`config.mk`:
```
export PLATFORM = sky130hd
export DESIGN_NAME = irq_request_reg
export DESIGN_NICKNAME = d
export VERILOG_FILES = /design/src/rtl/irq_pkg.sv /design/src/rtl/irq_qualify.sv /design/src/rtl/irq_reg_bank.sv /design/src/rtl/irq_vector_arb.sv /design/src/rtl/irq_request_reg.sv
export SDC_FILE = /design/constraint.sdc
export NUM_CORES = 1
export LEC_CHECK = 0
export BUFFER_PORTS_ARGS = -buffer_cell sky130_fd_sc_hd__buf_2
export CAP_MARGIN = 10
export CORE_MARGIN = 5
export CORE_UTILIZATION = 47
export DETAILED_ROUTE_END_ITERATION = 10
export PLACE_DENSITY = 0.89
export SYNTH_ARGS = -nofsm -noshare
export SYNTH_HDL_FRONTEND = slang
export SYNTH_SLANG_ARGS = --single-unit
```
`constraint.sdc`:
```
create_clock -name clk -period 2.3 [get_ports clk]
set_input_delay 0.345 -clock clk [delete_from_list [all_inputs] [get_ports clk]]
set_output_delay 0.345 -clock clk [all_outputs]
set_load 0.005 [all_outputs]
```
`src/rtl/irq_pkg.sv`:
```
package irq_pkg;
  localparam int IRQ_SRC      = 4;
  localparam int IRQ_ADDR_W   = 12;
  localparam int IRQ_MIN_HOLD = 2;
  localparam int IRQ_VEC_PRI  = 1;
  localparam int IRQ_VEC_SHR  = 2;
endpackage

```
`src/rtl/irq_qualify.sv`:
```
module irq_qualify #(
  parameter int N        = 4,
  parameter int MIN_HOLD = 2
) (
  input  logic         clk,
  input  logic         rst,
  input  logic [N-1:0] irq_in,
  output logic [N-1:0] qual
);
  localparam int CW = (MIN_HOLD > 1) ? $clog2(MIN_HOLD) : 1;

  for (genvar i = 0; i < N; i++) begin : g_src
    if (MIN_HOLD <= 1) begin : g_direct
      assign qual[i] = irq_in[i];
    end else begin : g_count
      localparam logic [CW-1:0] LIM = CW'(MIN_HOLD - 1);
      logic [CW-1:0] run_q;
      always_ff @(posedge clk) begin
        if (rst)              run_q <= '0;
        else if (!irq_in[i])  run_q <= '0;
        else if (run_q != LIM) run_q <= run_q + 1'b1;
      end
      assign qual[i] = irq_in[i] && (run_q == LIM);
    end
  end
endmodule

```
`src/rtl/irq_reg_bank.sv`:
```
module irq_reg_bank #(
  parameter int N = 4
) (
  input  logic           clk,
  input  logic           rst,
  input  logic [N-1:0]   qual,
  input  logic           wr_en,
  input  logic [2*N-1:0] wr_data,
  output logic [N-1:0]   pend_q,
  output logic [N-1:0]   en_q
);
  logic [N-1:0] pend_d;
  logic [N-1:0] en_d;

  always_comb begin
    pend_d = pend_q | qual;
    en_d   = en_q;
    if (wr_en) begin
      pend_d = (pend_q & wr_data[N-1:0]) | qual;
      en_d   = wr_data[2*N-1:N];
    end
  end

  always_ff @(posedge clk) begin
    if (rst) begin
      pend_q <= '0;
      en_q   <= '0;
    end else begin
      pend_q <= pend_d;
      en_q   <= en_d;
    end
  end

  for (genvar i = 0; i < N; i++) begin : g_chk
    p_hold_r3: assert property (@(posedge clk) disable iff (rst)
      (pend_q[i] && !(wr_en && !wr_data[i])) |=> pend_q[i]);
    p_noset_r3: assert property (@(posedge clk) disable iff (rst)
      (!pend_q[i] && !qual[i]) |=> !pend_q[i]);
    p_capture_wins_r5: assert property (@(posedge clk) disable iff (rst)
      qual[i] |=> pend_q[i]);
  end

  p_en_load_r4: assert property (@(posedge clk) disable iff (rst)
    wr_en |=> (en_q == $past(wr_data[2*N-1:N])));
endmodule

```
`src/rtl/irq_vector_arb.sv`:
```
module irq_vector_arb #(
  parameter int N       = 4,
  parameter int ADDR_W  = 12,
  parameter int VEC_PRI = 1,
  parameter int VEC_SHR = 2
) (
  input  logic              clk,
  input  logic              rst,
  input  logic              at_boundary,
  input  logic [N-1:0]      pend,
  input  logic [N-1:0]      en,
  output logic              take_o,
  output logic [ADDR_W-1:0] vec_o
);
  localparam logic [ADDR_W-1:0] A_PRI = ADDR_W'(VEC_PRI);
  localparam logic [ADDR_W-1:0] A_SHR = ADDR_W'(VEC_SHR);

  logic [N-1:0]      served_q;
  logic [N-1:0]      elig;
  logic [N-1:0]      grant;
  logic [ADDR_W-1:0] vec_sel;

  assign elig = pend & en & ~served_q;

  always_comb begin
    grant   = '0;
    vec_sel = vec_o;
    if (at_boundary) begin
      if (elig[0]) begin
        grant[0] = 1'b1;
        vec_sel  = A_PRI;
      end else if (|(elig >> 1)) begin
        grant   = elig & ~N'(1);
        vec_sel = A_SHR;
      end
    end
  end

  always_ff @(posedge clk) begin
    if (rst) begin
      served_q <= '0;
      take_o   <= 1'b0;
      vec_o    <= '0;
    end else begin
      served_q <= (served_q & pend) | grant;
      take_o   <= |grant;
      vec_o    <= vec_sel;
    end
  end

  p_gate_r6: assert property (@(posedge clk) disable iff (rst)
    take_o |-> $past(at_boundary));
  p_vec_range_r7: assert property (@(posedge clk) disable iff (rst)
    take_o |-> (vec_o == A_PRI || vec_o == A_SHR));
  p_pri_first_r7: assert property (@(posedge clk) disable iff (rst)
    (at_boundary && pend[0] && en[0] && !served_q[0]) |=> (take_o && vec_o == A_PRI));
  p_no_repeat_r8: assert property (@(posedge clk) disable iff (rst)
    (take_o && vec_o == A_PRI) |=> !(take_o && vec_o == A_PRI));
  p_enabled_r9: assert property (@(posedge clk) disable iff (rst)
    take_o |-> $past(|(pend & en)));
  p_vec_hold_r10: assert property (@(posedge clk) disable iff (rst)
    !take_o |-> $stable(vec_o));
endmodule

```
`src/rtl/irq_request_reg.sv`:
```
module irq_request_reg
  import irq_pkg::*;
#(
  parameter int N        = IRQ_SRC,
  parameter int ADDR_W   = IRQ_ADDR_W,
  parameter int MIN_HOLD = IRQ_MIN_HOLD,
  parameter int VEC_PRI  = IRQ_VEC_PRI,
  parameter int VEC_SHR  = IRQ_VEC_SHR
) (
  input  logic              clk,
  input  logic              rst,
  input  logic [N-1:0]      irq_in,
  input  logic              wr_en,
  input  logic [2*N-1:0]    wr_data,
  output logic [2*N-1:0]    rd_data,
  input  logic              at_boundary,
  output logic              take_irq,
  output logic [ADDR_W-1:0] vec_addr
);
  logic [N-1:0] qual;
  logic [N-1:0] pend_q;
  logic [N-1:0] en_q;

  irq_qualify #(.N(N), .MIN_HOLD(MIN_HOLD)) u_qual (
    .clk(clk), .rst(rst), .irq_in(irq_in), .qual(qual)
  );

  irq_reg_bank #(.N(N)) u_bank (
    .clk(clk), .rst(rst), .qual(qual), .wr_en(wr_en), .wr_data(wr_data),
    .pend_q(pend_q), .en_q(en_q)
  );

  irq_vector_arb #(.N(N), .ADDR_W(ADDR_W), .VEC_PRI(VEC_PRI), .VEC_SHR(VEC_SHR)) u_arb (
    .clk(clk), .rst(rst), .at_boundary(at_boundary), .pend(pend_q), .en(en_q),
    .take_o(take_irq), .vec_o(vec_addr)
  );

  assign rd_data = {en_q, pend_q};

  p_reset_r1: assert property (@(posedge clk)
    rst |=> (rd_data == '0 && !take_irq && vec_addr == '0));

  for (genvar i = 0; i < N; i++) begin : g_rise
    p_rise_needs_req_r2: assert property (@(posedge clk) disable iff (rst)
      $rose(pend_q[i]) |-> $past(irq_in[i]));
  end
endmodule

```
== After elaboration in Yosys (flattened, before gate mapping) ==
Index checks and enable logic that the tools add are counted.
W data, S select, Z words.

* Bits in registers: 29
* Input bits: 16
* Output and inout port bits: 21
* Logic and storage cells: 48

* Add/subtract/negate cells: 4
* Mux-type cells: 11
* Bitwise gates (word level): 12
* Reduce and logical (&&, ||, !) cells: 12

{| class="wikitable"
|+ Operator list
! kind !! number
|-
| $mux W12 || 2
|-
| $and A4 B4 Y4 || 4
|-
| $mux W4 || 3
|-
| $or A4 B4 Y4 || 3
|-
| $reduce_or A2 Y1 || 4
|-
| $mux W1 || 5
|-
| $add A1 B1 Y1 const B || 4
|-
| $logic_and A1 B1 Y1 || 4
|-
| $not A1 Y1 || 4
|-
| $not A4 Y4 || 1
|-
| $reduce_or A4 Y1 || 1
|-
| $mux W3 || 1
|-
| $reduce_or A3 Y1 || 1
|-
| $reduce_and A2 Y1 || 1
|-
| $reduce_bool A2 Y1 || 1
|}

== Depth between registers and ports, before layout ==
* Depth in word-level cells: 7
* Depth in mapped cells: 4
* Mapped depth without buffers: 3

== Cells and area by module ==
Synthesis repeated with hierarchy kept, for this count alone.

* Cell total of the unflattened synthesis: 83
* Area, all modules: 875.8 µm²

{| class="wikitable"
|+ Modules (own cells, without submodules)
! module !! instances !! cells an instance !! area each (µm²) !! seq. area each (µm²)
|-
| irq_vector_arb || 1 || 41 || 409.1 || 140.1
|-
| irq_reg_bank || 1 || 30 || 336.6 || 160.2
|-
| irq_qualify || 1 || 12 || 130.1 || 80.1
|}

== Worst setup path after synthesis ==
OpenSTA, ideal clock, no wires.

* Path kind: flip-flop to flip-flop
* From: reg u_bank.en_q[2]
* To: reg u_arb.take_o
* Library setup time: 79 ps
* Arrival time: 842 ps
* Required time: 2221 ps
* Slack: 1379 ps
* Cell stages (with the launch flop): 4
* Path buffers: 0
* Period minus slack after synthesis: 921 ps
* Cells stage by stage: dfxtp_1 > nand3b_1 > and3_1 > a211oi_2

* Word-level cells in the longest chain between the ends: 7

{| class="wikitable"
|+ Ends and longest elaborated chain
! what !! line !! RTL
|-
| start, declared || irq_reg_bank.sv:10 || <nowiki>output logic [N-1:0] en_q</nowiki>
|-
| start signal, assigned || irq_reg_bank.sv:30 || <nowiki>en_q <= en_d;</nowiki>
|-
| $and A4 B4 Y4 (*) (2 in series) || irq_vector_arb.sv:23 || <nowiki>assign elig = pend & en & ~served_q;</nowiki>
|-
| $reduce_or A3 Y1 || irq_vector_arb.sv:32 || <nowiki>end else if (|(elig >> 1)) begin</nowiki>
|-
| $mux W4 (*) || irq_vector_arb.sv:32 ||
|-
| $mux W3 (*) || irq_vector_arb.sv:29 || <nowiki>if (elig[0]) begin</nowiki>
|-
| $mux W4 (*) || irq_vector_arb.sv:28 || <nowiki>if (at_boundary) begin</nowiki>
|-
| $reduce_or A4 Y1 (*) || irq_vector_arb.sv:46 || <nowiki>take_o <= |grant;</nowiki>
|-
| end signal, assigned || irq_vector_arb.sv:46 ||
|-
| end, declared || irq_vector_arb.sv:12 || <nowiki>output logic take_o,</nowiki>
|}

Every way passes the cells marked *; elsewhere a longest branch is shown, timed or not.
A chain may end at the register's enable or synchronous reset.

== Final worst setup path ==
* From: reg u_bank.en_q[0]
* To: out rd_data[4]

{| class="wikitable"
|+ RTL lines
! what !! line !! RTL
|-
| end, declared || irq_request_reg.sv:15 || <nowiki>output logic [2*N-1:0] rd_data,</nowiki>
|}

No word-level cell between the ends.

==> run metrics <==
met1 GRT Util=13.6%; chip height=50.4 um; MaxCap Viol Count=0; Clock Sinks=19; flops & latches, synth=19; clock root cell=clkbuf_4; clock skew=1.74 ps; crit path cell chain=buf_2; Cell Area, Synth=767 sq um; Final Hold Viols=0; drt initial violations=5; CP endpoint kind=primary output; placement row count=14; # DRC=0; Synth cell types=19; Fillers=152; gr busiest metal=met2; post-route setup slack=1140 ps; Clk pin slew, worst setup/hold paths=100 ps; CTS H-tree depth=1; Detail Route Antenna Nets=0; Overall Power=0.000568 W; HPWL after DPL=1.21 mm; pwr/cell area=640 nW/um^2; Cells after Synth=81; Mean Syn Cell Area=9.47 sq um; CTS tree=done; status=finished, final reports clean; Die W=50.4 um; Crit Path Max Fanout=5; WP data required=1960 ps; area occupied by multi-input gates=323 sq um; dpl cells=119; Period Utilization, post-route=50.6%; Slowest-stage cell, CP=dfxtp_1; Total GRT Usage=12.3%; yosys warns=0; cell family with most CP delay=flip-flops; die footprint=2540 sq um; final non-filler cell total=123; CP Buf/Inv Count=1; Starting Density=50.3%; Reg area=380 sq um; Leak=0.408 nW; share of cells above drive strength 1=28.0%; Final nets=124; GP Congestion=0.735; Finish-stage setup viols=0; CP Launch Type=flip-flop; post-CTS sizing=0; worst-case clock buffer depth=2; CP max stage delay=400 ps; DP Worst Slack=1290 ps; FMAX=860 MHz; commonest non-fill, non-tap cell in the layout=buf_2; global-route wire length before repair=2.49 mm; Max Slew Vio Count=0; largest net degree at the start of global routing=20; wire per inst=12.4 um; CP Class=flip-flop to primary output; number of I/O pins=37; Global Route met2 Usage=21.1%; fin crit period=1160 ps; hold slack=275 ps; TritonCTS Buffers=3; Port Buffers=26; RSZ-0062 raised after global routing=false; DR pass1 iterations=4; Max VDD drop=0.372 mV; most frequent cells in the layout=buf_2, dfxtp_1, conb_1; Worst-Skew Late Latency=290 ps; Total Routed Length=1.52 mm; Syn-to-layout area delta=15.7%; met3 Usage GRT=3.25%; Post-CTS Setup Bufs=0; Inserted Diodes=0; Hold Crit Class=input port to flip-flop; routed via count=625; Post-CTS Hold Buffers=0; crit path DAT=820 ps; setup_tns=0 ps; global-route congestion overflow total=0; vias in the first global route=621; Via-to-Cell Ratio=5.08; sequential share of the synthesized area=49.6%; initial antenna violation count=0; Core Area=1520 sq um
==> sequential cells by signal, indices dropped and copies added (netlist names) <==
signal and flops:
u_qual.g_src.g_count.run_q 4, u_arb.served_q 4, u_arb.take_o 1, u_arb.vec_o 2, u_bank.pend_q 4, u_bank.en_q 4
==> power breakdown <==
part	switching [W]	internal, W
combinational	0.0000295	0.0000262
clock	0.0000947	0.0000673
sequential	0.00000910	0.000341
total	0.000133	0.000435
==> final timing paths <==
path | from | endpoint | slack (ps) | cells past startpoint
setup reg to reg | u_bank.en_q[0]$_SDFFE_PP0P_ | u_arb.served_q[1]$_SDFF_PP0_ | 1300 | 3
setup / recovery | u_bank.en_q[0]$_SDFFE_PP0P_ | rd_data[4] | 1140 | 1
hold reg to reg | u_qual.g_src[2].g_count.run_q$_SDFF_PP0_ | u_bank.pend_q[2]$_SDFF_PP0_ | 450 | 2
hold / removal | irq_in[2] | u_qual.g_src[2].g_count.run_q$_SDFF_PP0_ | 270 | 2
==> cell usage after synthesis (all sizes together) <==
library cell,number,area (sq um)
a211oi,1,12.5
a21oi,6,30.0
a31oi,5,31.3
and3,1,6.26
and3b,1,8.76
buf,13,90.1
conb,1,3.75
dfxtp,19,380
inv,2,7.51
mux2i,4,40.0
nand2,6,22.5
nand3b,4,30.0
nand4,1,6.26
nor2,4,15.0
nor2b,4,25.0
nor3b,4,30.0
o21a,1,7.51
o21ai,4,20.0
==> through the flow <==
step / utilization (%) / cell area (sq um)
global route: 58.2 / 887
global placement: 56.5 / 861
detailed placement: 56.5 / 861
finish: 58.2 / 887
floorplan: - / 801
CTS: 58.2 / 887
==> kinds of logic after synthesis <==
| family | Yosys count | synth area share (%) |
|---|---|---|
| and+or+nand+nor | 25 | 18.8 |
| DFF | 19 | 49.6 |
| AOI/OAI and AO/OA | 17 | 13.2 |
| buffers and inverters | 15 | 12.7 |
| muxes | 4 | 5.22 |
| other | 1 | 0.489 |
==> layout make-up <==
type                            count  area share [%]
Timing Repair Buffer               26            14.7
Inverter                            2           0.846
Sequential cell                    19            42.9
Multi-Input combinational cell     56            36.4
Clock buffer                        4            2.96
Tap cell                           16            2.26
==> per-layer routing <==
| metal | wire length [um] | share of wire, % |
|---|---|---|
| met5 | 0 | 0 |
| met4 | 8 | 0.53 |
| met3 | 145 | 9.5 |
| met2 | 765 | 50 |
| met1 | 603 | 40 |
No activity file was read; power rests on OpenSTA's default activity.
